`config.mk`:
```
export PLATFORM = sky130hd
export DESIGN_NAME = line_seq_detect
export DESIGN_NICKNAME = d
export VERILOG_FILES = /design/src/rtl/line_seq_pkg.sv /design/src/rtl/line_change_filter.sv /design/src/rtl/step_gap_timer.sv /design/src/rtl/seq_walker.sv /design/src/rtl/line_seq_detect.sv
export SDC_FILE = /design/constraint.sdc
export NUM_CORES = 1
export LEC_CHECK = 0
export BUFFER_PORTS_ARGS = -buffer_cell sky130_fd_sc_hd__buf_2
export CAP_MARGIN = 30
export CELL_PAD_IN_SITES_DETAIL_PLACEMENT = 1
export CELL_PAD_IN_SITES_GLOBAL_PLACEMENT = 1
export CORE_MARGIN = 2
export CORE_UTILIZATION = 40
export CTS_BUF_LIST = sky130_fd_sc_hd__clkbuf_16
export DETAILED_ROUTE_END_ITERATION = 10
export HOLD_SLACK_MARGIN = 0.1
export PLACE_DENSITY = 0.78
export SYNTH_ARGS = -nofsm -noshare
export SYNTH_HDL_FRONTEND = slang
export SYNTH_SLANG_ARGS = --single-unit
```
`constraint.sdc`:
```
create_clock -name clk -period 3.9 [get_ports clk]
set_input_delay 1.17 -clock clk [delete_from_list [all_inputs] [get_ports clk]]
set_output_delay 1.17 -clock clk [all_outputs]
set_load 0.02 [all_outputs]
```
`src/rtl/line_seq_pkg.sv`:
```
package line_seq_pkg;

    typedef struct packed {
        logic rts;
        logic dtr;
    } lines_t;

    localparam lines_t LN_NONE = '{rts: 1'b0, dtr: 1'b0};
    localparam lines_t LN_DTR  = '{rts: 1'b0, dtr: 1'b1};
    localparam lines_t LN_RTS  = '{rts: 1'b1, dtr: 1'b0};
    localparam lines_t LN_BOTH = '{rts: 1'b1, dtr: 1'b1};

    typedef enum logic [2:0] {
        PH_IDLE,
        PH_P_DL1,
        PH_P_RS1,
        PH_P_RS2,
        PH_A_1,
        PH_A_2,
        PH_A_3
    } phase_e;

    typedef struct packed {
        phase_e phase;
        logic   restart;
        logic   download;
    } step_t;

    function automatic step_t first_step(input lines_t ln, input logic alt);
        step_t r;
        r = '{phase: PH_IDLE, restart: 1'b0, download: 1'b0};
        if (alt) begin
            if (ln == LN_RTS) r.phase = PH_A_1;
        end else begin
            if (ln == LN_DTR)       r.phase = PH_P_DL1;
            else if (ln == LN_BOTH) r.phase = PH_P_RS1;
        end
        return r;
    endfunction

    function automatic step_t advance(input phase_e ph, input lines_t ln, input logic alt);
        step_t r;
        r = first_step(ln, alt);
        if (!alt) begin
            case (ph)
                PH_P_DL1: if (ln == LN_RTS)
                    r = '{phase: PH_IDLE, restart: 1'b0, download: 1'b1};
                PH_P_RS1: if (ln == LN_NONE)
                    r = '{phase: PH_P_RS2, restart: 1'b0, download: 1'b0};
                PH_P_RS2: if (ln == LN_RTS)
                    r = '{phase: PH_IDLE, restart: 1'b1, download: 1'b0};
                default: ;
            endcase
        end else begin
            case (ph)
                PH_A_1: if (ln == LN_BOTH)
                    r = '{phase: PH_A_2, restart: 1'b0, download: 1'b0};
                PH_A_2: if (ln == LN_DTR)
                    r = '{phase: PH_A_3, restart: 1'b0, download: 1'b0};
                PH_A_3: if (ln == LN_NONE)
                    r = '{phase: PH_IDLE, restart: 1'b0, download: 1'b1};
                default: ;
            endcase
        end
        return r;
    endfunction

endpackage

```
`src/rtl/line_change_filter.sv`:
```
module line_change_filter
    import line_seq_pkg::*;
(
    input  logic   clk,
    input  logic   rst,
    input  logic   valid_i,
    input  lines_t lines_i,
    output logic   change_o
);
    lines_t last_q;

    always_ff @(posedge clk) begin
        if (rst)          last_q <= LN_NONE;
        else if (valid_i) last_q <= lines_i;
    end

    assign change_o = valid_i && (lines_i != last_q);
endmodule

```
`src/rtl/step_gap_timer.sv`:
```
module step_gap_timer #(
    parameter int GAP_W = 16
) (
    input  logic             clk,
    input  logic             rst,
    input  logic             busy_i,
    input  logic             step_i,
    input  logic [GAP_W-1:0] limit_i,
    output logic             expired_o
);
    logic [GAP_W-1:0] cnt_q;
    logic [GAP_W-1:0] lim_m1;

    assign lim_m1    = limit_i - 1'b1;
    assign expired_o = (limit_i != '0) && busy_i && !step_i && (cnt_q >= lim_m1);

    always_ff @(posedge clk) begin
        if (rst || !busy_i || step_i) cnt_q <= '0;
        else if (cnt_q != '1)         cnt_q <= cnt_q + 1'b1;
    end
endmodule

```
`src/rtl/seq_walker.sv`:
```
module seq_walker
    import line_seq_pkg::*;
(
    input  logic   clk,
    input  logic   rst,
    input  logic   change_i,
    input  lines_t lines_i,
    input  logic   alt_i,
    input  logic   enable_i,
    input  logic   expired_i,
    output logic   busy_o,
    output logic   restart_o,
    output logic   download_o
);
    phase_e phase_q;
    step_t  nxt;

    always_comb begin
        nxt = '{phase: phase_q, restart: 1'b0, download: 1'b0};
        if (!enable_i)      nxt.phase = PH_IDLE;
        else if (change_i)  nxt = advance(phase_q, lines_i, alt_i);
        else if (expired_i) nxt.phase = PH_IDLE;
    end

    always_ff @(posedge clk) begin
        if (rst) begin
            phase_q    <= PH_IDLE;
            restart_o  <= 1'b0;
            download_o <= 1'b0;
        end else begin
            phase_q    <= nxt.phase;
            restart_o  <= nxt.restart;
            download_o <= nxt.download;
        end
    end

    assign busy_o = (phase_q != PH_IDLE);
endmodule

```
`src/rtl/line_seq_detect.sv`:
```
module line_seq_detect
    import line_seq_pkg::*;
#(
    parameter int GAP_W = 16
) (
    input  logic             clk,
    input  logic             rst,
    input  logic             upd_valid_i,
    input  logic [1:0]       upd_lines_i,
    input  logic             alt_mode_i,
    input  logic             req_enable_i,
    input  logic [GAP_W-1:0] gap_limit_i,
    output logic             restart_pulse_o,
    output logic             download_pulse_o
);
    lines_t ln;
    logic   change, busy, expired;

    assign ln = lines_t'(upd_lines_i);

    line_change_filter u_filter (
        .clk      (clk),
        .rst      (rst),
        .valid_i  (upd_valid_i),
        .lines_i  (ln),
        .change_o (change)
    );

    step_gap_timer #(.GAP_W(GAP_W)) u_timer (
        .clk       (clk),
        .rst       (rst),
        .busy_i    (busy),
        .step_i    (change),
        .limit_i   (gap_limit_i),
        .expired_o (expired)
    );

    seq_walker u_walker (
        .clk        (clk),
        .rst        (rst),
        .change_i   (change),
        .lines_i    (ln),
        .alt_i      (alt_mode_i),
        .enable_i   (req_enable_i),
        .expired_i  (expired),
        .busy_o     (busy),
        .restart_o  (restart_pulse_o),
        .download_o (download_pulse_o)
    );
endmodule

```
; Yosys cells after proc, flatten, opt, wreduce, memory -nomap -nowiden
; Cells that the tools add are included.
[word_totals]
word_cells = 51
reg_bits = 23
out_inout_bits = 2
in_bits = 23
[classes]
muxes = 15
n_reduce_logical = 14
eq_ne = 11
addsub = 2
magnitude_cmp = 1
bitwise_logic = 2
[ops]
columns = cell, n
row1 = 5-bit two-way mux, 7
row2 = 5-bit case mux with 3 select lines, 2
row3 = 16-bit by 1-bit adder with 16-bit output (second input constant), 1
row4 = 16-bit >= comparator, 1
row5 = 16-bit != test (second input constant), 1
row6 = 16-bit nonzero test, 1
row7 = 16-bit by 1-bit subtractor with 16-bit output (second input constant), 1
row8 = 3-bit two-way mux, 5
row9 = 3-bit equality test (second input constant), 3
row10 = 3-bit by 2-bit equality test with 1-bit output (second input constant), 2
row11 = 2-bit equality test (second input constant), 2
row12 = 1-bit logical AND, 4
row13 = 3-bit by 1-bit equality test with 1-bit output (second input constant), 1
row14 = 3-bit nonzero test, 1
row15 = 3-bit OR reduction, 1
row16 = 2-bit by 1-bit equality test with 1-bit output (second input constant), 1
row17 = 1-bit zero test, 2
row18 = 2-bit zero test, 1
row19 = 1-bit logical OR, 2
row20 = 2-bit two-way mux, 1
row21 = 2-bit != test, 1
row22 = 1-bit inverter, 2
row23 = 2-bit nonzero test, 1
row24 = 2-bit OR reduction, 1

; Logic depth before layout (Yosys ltp)
[logic_depth]
ltp_word = 8
depth_mapped = 12
depth_no_buf = 12

; Hierarchy
; From an unflattened synthesis, not the netlist that was laid out.
[unflattened]
cells_unflattened = 221
hier_area_um2 = 1869.3
[modules_own_cells]
columns = mod, area_per_inst_um2, seq_area_each_um2, cells_each, n_inst
row1 = step_gap_timer, 1441.4, 320.3, 175, 1
row2 = seq_walker, 335.3, 100.1, 37, 1
row3 = line_change_filter, 92.6, 40.0, 9, 1

; Least setup slack after synthesis
; OpenSTA, ideal clock, no wires.
[synth_timing]
path_type = input to register
start = input port gap_limit_i[2]
end = register u_walker.phase_q[0]
setup_time_ns = 0.074
required_time_ns = 3.826
cell_stages = 11
t_arrival_ns = 3.097
n_path_buf = 0
setup_slack_ns = 0.729
cell_sequence = nor4_4 -> nand2_1 -> nor4_2 -> nand2_1 -> xor2_1 -> ha_1 -> o21ai_0 -> o211ai_1 -> a211oi_1 -> o21ai_0 -> o21ai_0
[synth_via]
elab_chain_cells = 5
elab_cells_between_ends = 7
classes_between = add/sub: 1 / order compare: 1 / reduce/logical: 5
[synth_rtl]
columns = element, line
row1 = start: declaration, line_seq_detect.sv:12  ; input logic [GAP_W-1:0] gap_limit_i,
row2 = branches (longest 3 deep; another with 16-bit by 1-bit subtractor with 16-bit output), --
row3 = 1-bit logical AND (*), step_gap_timer.sv:15  ; assign expired_o = (limit_i != '0) && busy_i && !step_i && (cnt_q >= lim_m1);
row4 = 2-bit nonzero test (no line) (*), --
row5 = end signal: assignment, seq_walker.sv:31  ; phase_q <= nxt.phase;
row6 = end: declaration, seq_walker.sv:15  ; phase_e phase_q;
; Every way passes the cells marked *.
; A chain may end at the register's enable or synchronous reset.

; Worst setup path after layout
[layout_timing]
start = input port gap_limit_i[2]
end = register u_walker.phase_q[2]
; The elaborated chain is that of the path after synthesis.

==> run_results.csv <==
group,metric,value,unit
route,post_drt_via_cell_ratio,5.89,
placement,dp_worst_setup_slack,0.255,ns
sta,hold_ws,0.559,ns
cts,clkSinkCount,23,
sta,period_minus_slack,3.42,ns
power,p_leak,0.772,nW
synth,synth_warnings,0,
setup_path,rr_worst_depth,5,
sta,worst_slack,0.482,ns
cts,cts.clk_slew.worst_paths,0.07,ns
worst_hold_path,hp-start,"u_filter.last_q[1]",
sta,worst_pin_slew,0.581,ns
synth,muxShareOfSynthArea,1.62,%
worst_hold_path,whs_path_depth,2,
synth,yosys.area_share.simple,28.1,%
cts,post-cts-setup-buffers,0,
worst_hold_path,min_path_type,"flop to flop",
synth,yosys.area_share.xor_xnor,12.6,%
setup_path,critPathKind,"primary input to flop",
route,ant_nets,0,
worst_hold_path,min_to,"u_filter.last_q[1]",
sta,setup_tns,0,ns
placement,post-dp-hpwl,3730,µm
synth,netlist_area,1850,µm²
synth,synth-adder-area-share,12.1,%
final_layout,fin_util,47.0,%
placement,gp_congestion,0.806,
setup_path,rr_endpoint,"u_timer.cnt_q[11]",
setup_path,required,4.09,ns
global_routing,grt_pass1_vias,1750,
floorplanning,initial_utilization,42.0,%
floorplanning,rows,24,
synth,yosysSeqAreaShare,24.8,%
synth,synth_top_family_by_area,"simple AND/OR/NAND/NOR gates",
power,power_density,266,nW/µm²
synth,ys_types,44,
cts,clock_path_buffers,2,
setup_path,worstSetupEndpointType,"flop",
cts,cts_resized,0,
power,vdd.ir_drop.worst,0.152,mV
cts,clk_root_buffer_cell,"clkbuf_16",
status,status,"completed",
synth,synth-compound-area-share,16.3,%
floorplanning,die_y,72.1,µm
sta,setup_viol,0,
sta,max_clock_freq,0.293,GHz
sta,max-slew-margin-rel,61.3,%
setup_path,reg2reg_from,"u_timer.cnt_q[3]",
final_layout,nets,285,
run,maxCapViolations,0,
sta,fin_skew,0.00104,ns
global_routing,grt_use_total,20.0,%
setup_path,reg2reg_slack,1.89,ns
cts,clk_latency,0.26,ns
synth,synth_cells,222,
route,wl_per_cell,16.7,µm
sta,drv_slew,0,
final_layout,drive_above_1_share,15.6,%
route,drtIter0Drc,79,
final_layout,nFillCells,567,
global_routing,antenna_found_initial,0,
synth,avgSynthCellArea,8.35,µm²
cts,hold_buffers,0,
route,drt-total-wl,4920,µm
placement,port_buffers,24,
floorplanning,core_area,4410,µm²
global_routing,grt_remaining_overflow,0,
floorplanning,dieArea,5200,µm²
synth,syn-num-nets,263,
cts,cts_made_buffers,3,
synth,synth-seq-cells,23,
global_routing,grt_pass1_wl,8220,µm
floorplanning,ios,25,
setup_path,worstPathMaxFanout,4,
cts,htreeDepth,1,
setup_path,start_kind,"primary input",
final_layout,num_antenna_cells,0,
sta,grt_setup_unrepaired,"no",
route,vias,1738,
setup_path,worstPathArrival,3.60,ns
global_routing,grt_max_degree,17,
floorplanning,die_w,72.1,µm
route,drc_errors,0,
cts,cts_tree,"done",
route,dr.pass1.iters,4,
placement,place_area,1990,µm²
final_layout,areaGrowthSynthToFinish,11.9,%
final_layout,finalInstanceArea,2070,µm²
sta,hold_viol,0,
sta,finalCritPeriodShare,87.6,%
kinds of logic after synthesis:
group / after synthesis
buf+inv: 16
mux: 3
simple gates: 93
flops: 23
xor+xnor: 25
fa+ha+maj: 18
compound gates: 44
cell type report:
cell class / count / area, µm² / share of cell area, %
Timing Repair Buffer: 24 / 120 / 5.79
Clock inverter: 1 / 7.51 / 0.362
Sequential cell: 23 / 460 / 22.2
Tap cell: 52 / 65.1 / 3.14
Inverter: 9 / 33.8 / 1.63
Multi-Input combinational cell: 183 / 1310 / 63.3
Clock buffer: 3 / 75.1 / 3.62
report_power, final:
| part | internal, mW | switching [mW] |
|---|---|---|
| logic | 0.0318 | 0.0434 |
| clock network | 0.139 | 0.0982 |
| registers | 0.237 | 0.00258 |
| total | 0.408 | 0.144 |
registers in the layout (all words and copies together) (netlist names):
name                 flops
u_walker.phase_q         3
u_timer.cnt_q           16
u_filter.last_q          2
u_walker.download_o      1
u_walker.restart_o       1
metal layers:
layer  global-route usage (%)  vias to the layer above  routed length, µm
met4                     4.61                        0                 60
met3                     4.03                        9                220
li1                         -                      856                  -
met2                     36.6                       35               2540
met1                     23.7                      838               2100
met5                        0                        -                  0
stage by stage:
| stage | total power [mW] | instances |
|---|---|---|
| 2_1_floorplan | 0.288 | 222 |
| 3_3_place_gp | 0.317 | 291 |
| 3_5_place_dp | 0.319 | 291 |
| 4_1_cts | 0.560 | 295 |
| 5_1_grt | 0.575 | 295 |
| 6_report | 0.552 | 295 |
placed cells by master (no fill, tap or decap), drive strengths merged, types with 2 or more instances in the layout:
cell / n
dfxtp: 23
nand4: 6
nor3b: 3
inv: 9
nand2: 19
nor2b: 3
clkbuf: 3
and3: 4
nor4: 4
a211oi: 7
mux2i: 3
o21ai: 8
xor2: 7
a21oi: 13
nor3: 12
buf: 24
ha: 18
a22oi: 3
nand3: 8
xnor2: 18
nor2: 22
o31ai: 2
and4: 6
a31oi: 3
how the worst max path moves through the flow:
stage | slack (ns) | from | to
after floorplan | 0.73 | gap_limit_i[2] | u_walker.phase_q[0]
after global placement | 0.40 | gap_limit_i[2] | u_walker.phase_q[0]
after detailed placement | 0.25 | gap_limit_i[2] | u_walker.phase_q[1]
after CTS | 0.47 | gap_limit_i[2] | u_walker.phase_q[2]
after global routing | 0.24 | gap_limit_i[2] | u_walker.phase_q[2]
final | 0.48 | gap_limit_i[2] | u_walker.phase_q[2]
cells in the mapped netlist (all sizes together):
cell	n	area share [%]
dfxtp	23	25
nor2	22	4.6
nand2	19	4.0
ha	18	12
xnor2	18	9.3
a21oi	13	3.5
nor3	12	3.2
inv	9	1.8
nand3	8	2.2
o21ai	8	2.2
a211oi	7	2.8
buf	7	2.6
xor2	7	3.3
and4	6	2.8
nand4	6	2.4
and3	4	1.3
nor4	4	2.5
a22oi	3	1.2
a31oi	3	1.0
mux2i	3	1.6
nor2b	3	1.0
nor3b	3	1.2
o31ai	2	0.81
a2111oi	1	1.5
a21boi	1	0.61
a32o	1	0.54
a32oi	1	0.47
a41oi	1	0.47
and2	1	0.34
and4b	1	0.54
nand2b	1	0.34
nand3b	1	0.41
nor4b	1	0.81
o211ai	1	0.41
o21bai	1	0.41
o22ai	1	0.34
or3b	1	0.47
worst max-delay path, stage by stage:
cell	delay, ns
buf_2	0.14
nor4_4	0.33
nand2_1	0.18
nor4_2	0.32
nand2_1	0.11
xor2_1	0.16
ha_1	0.30
o21ai_0	0.19
o211ai_1	0.10
a211oi_1	0.24
o21ai_0	0.17
o21ai_0	0.19
(Power assumes the default switching activity.)
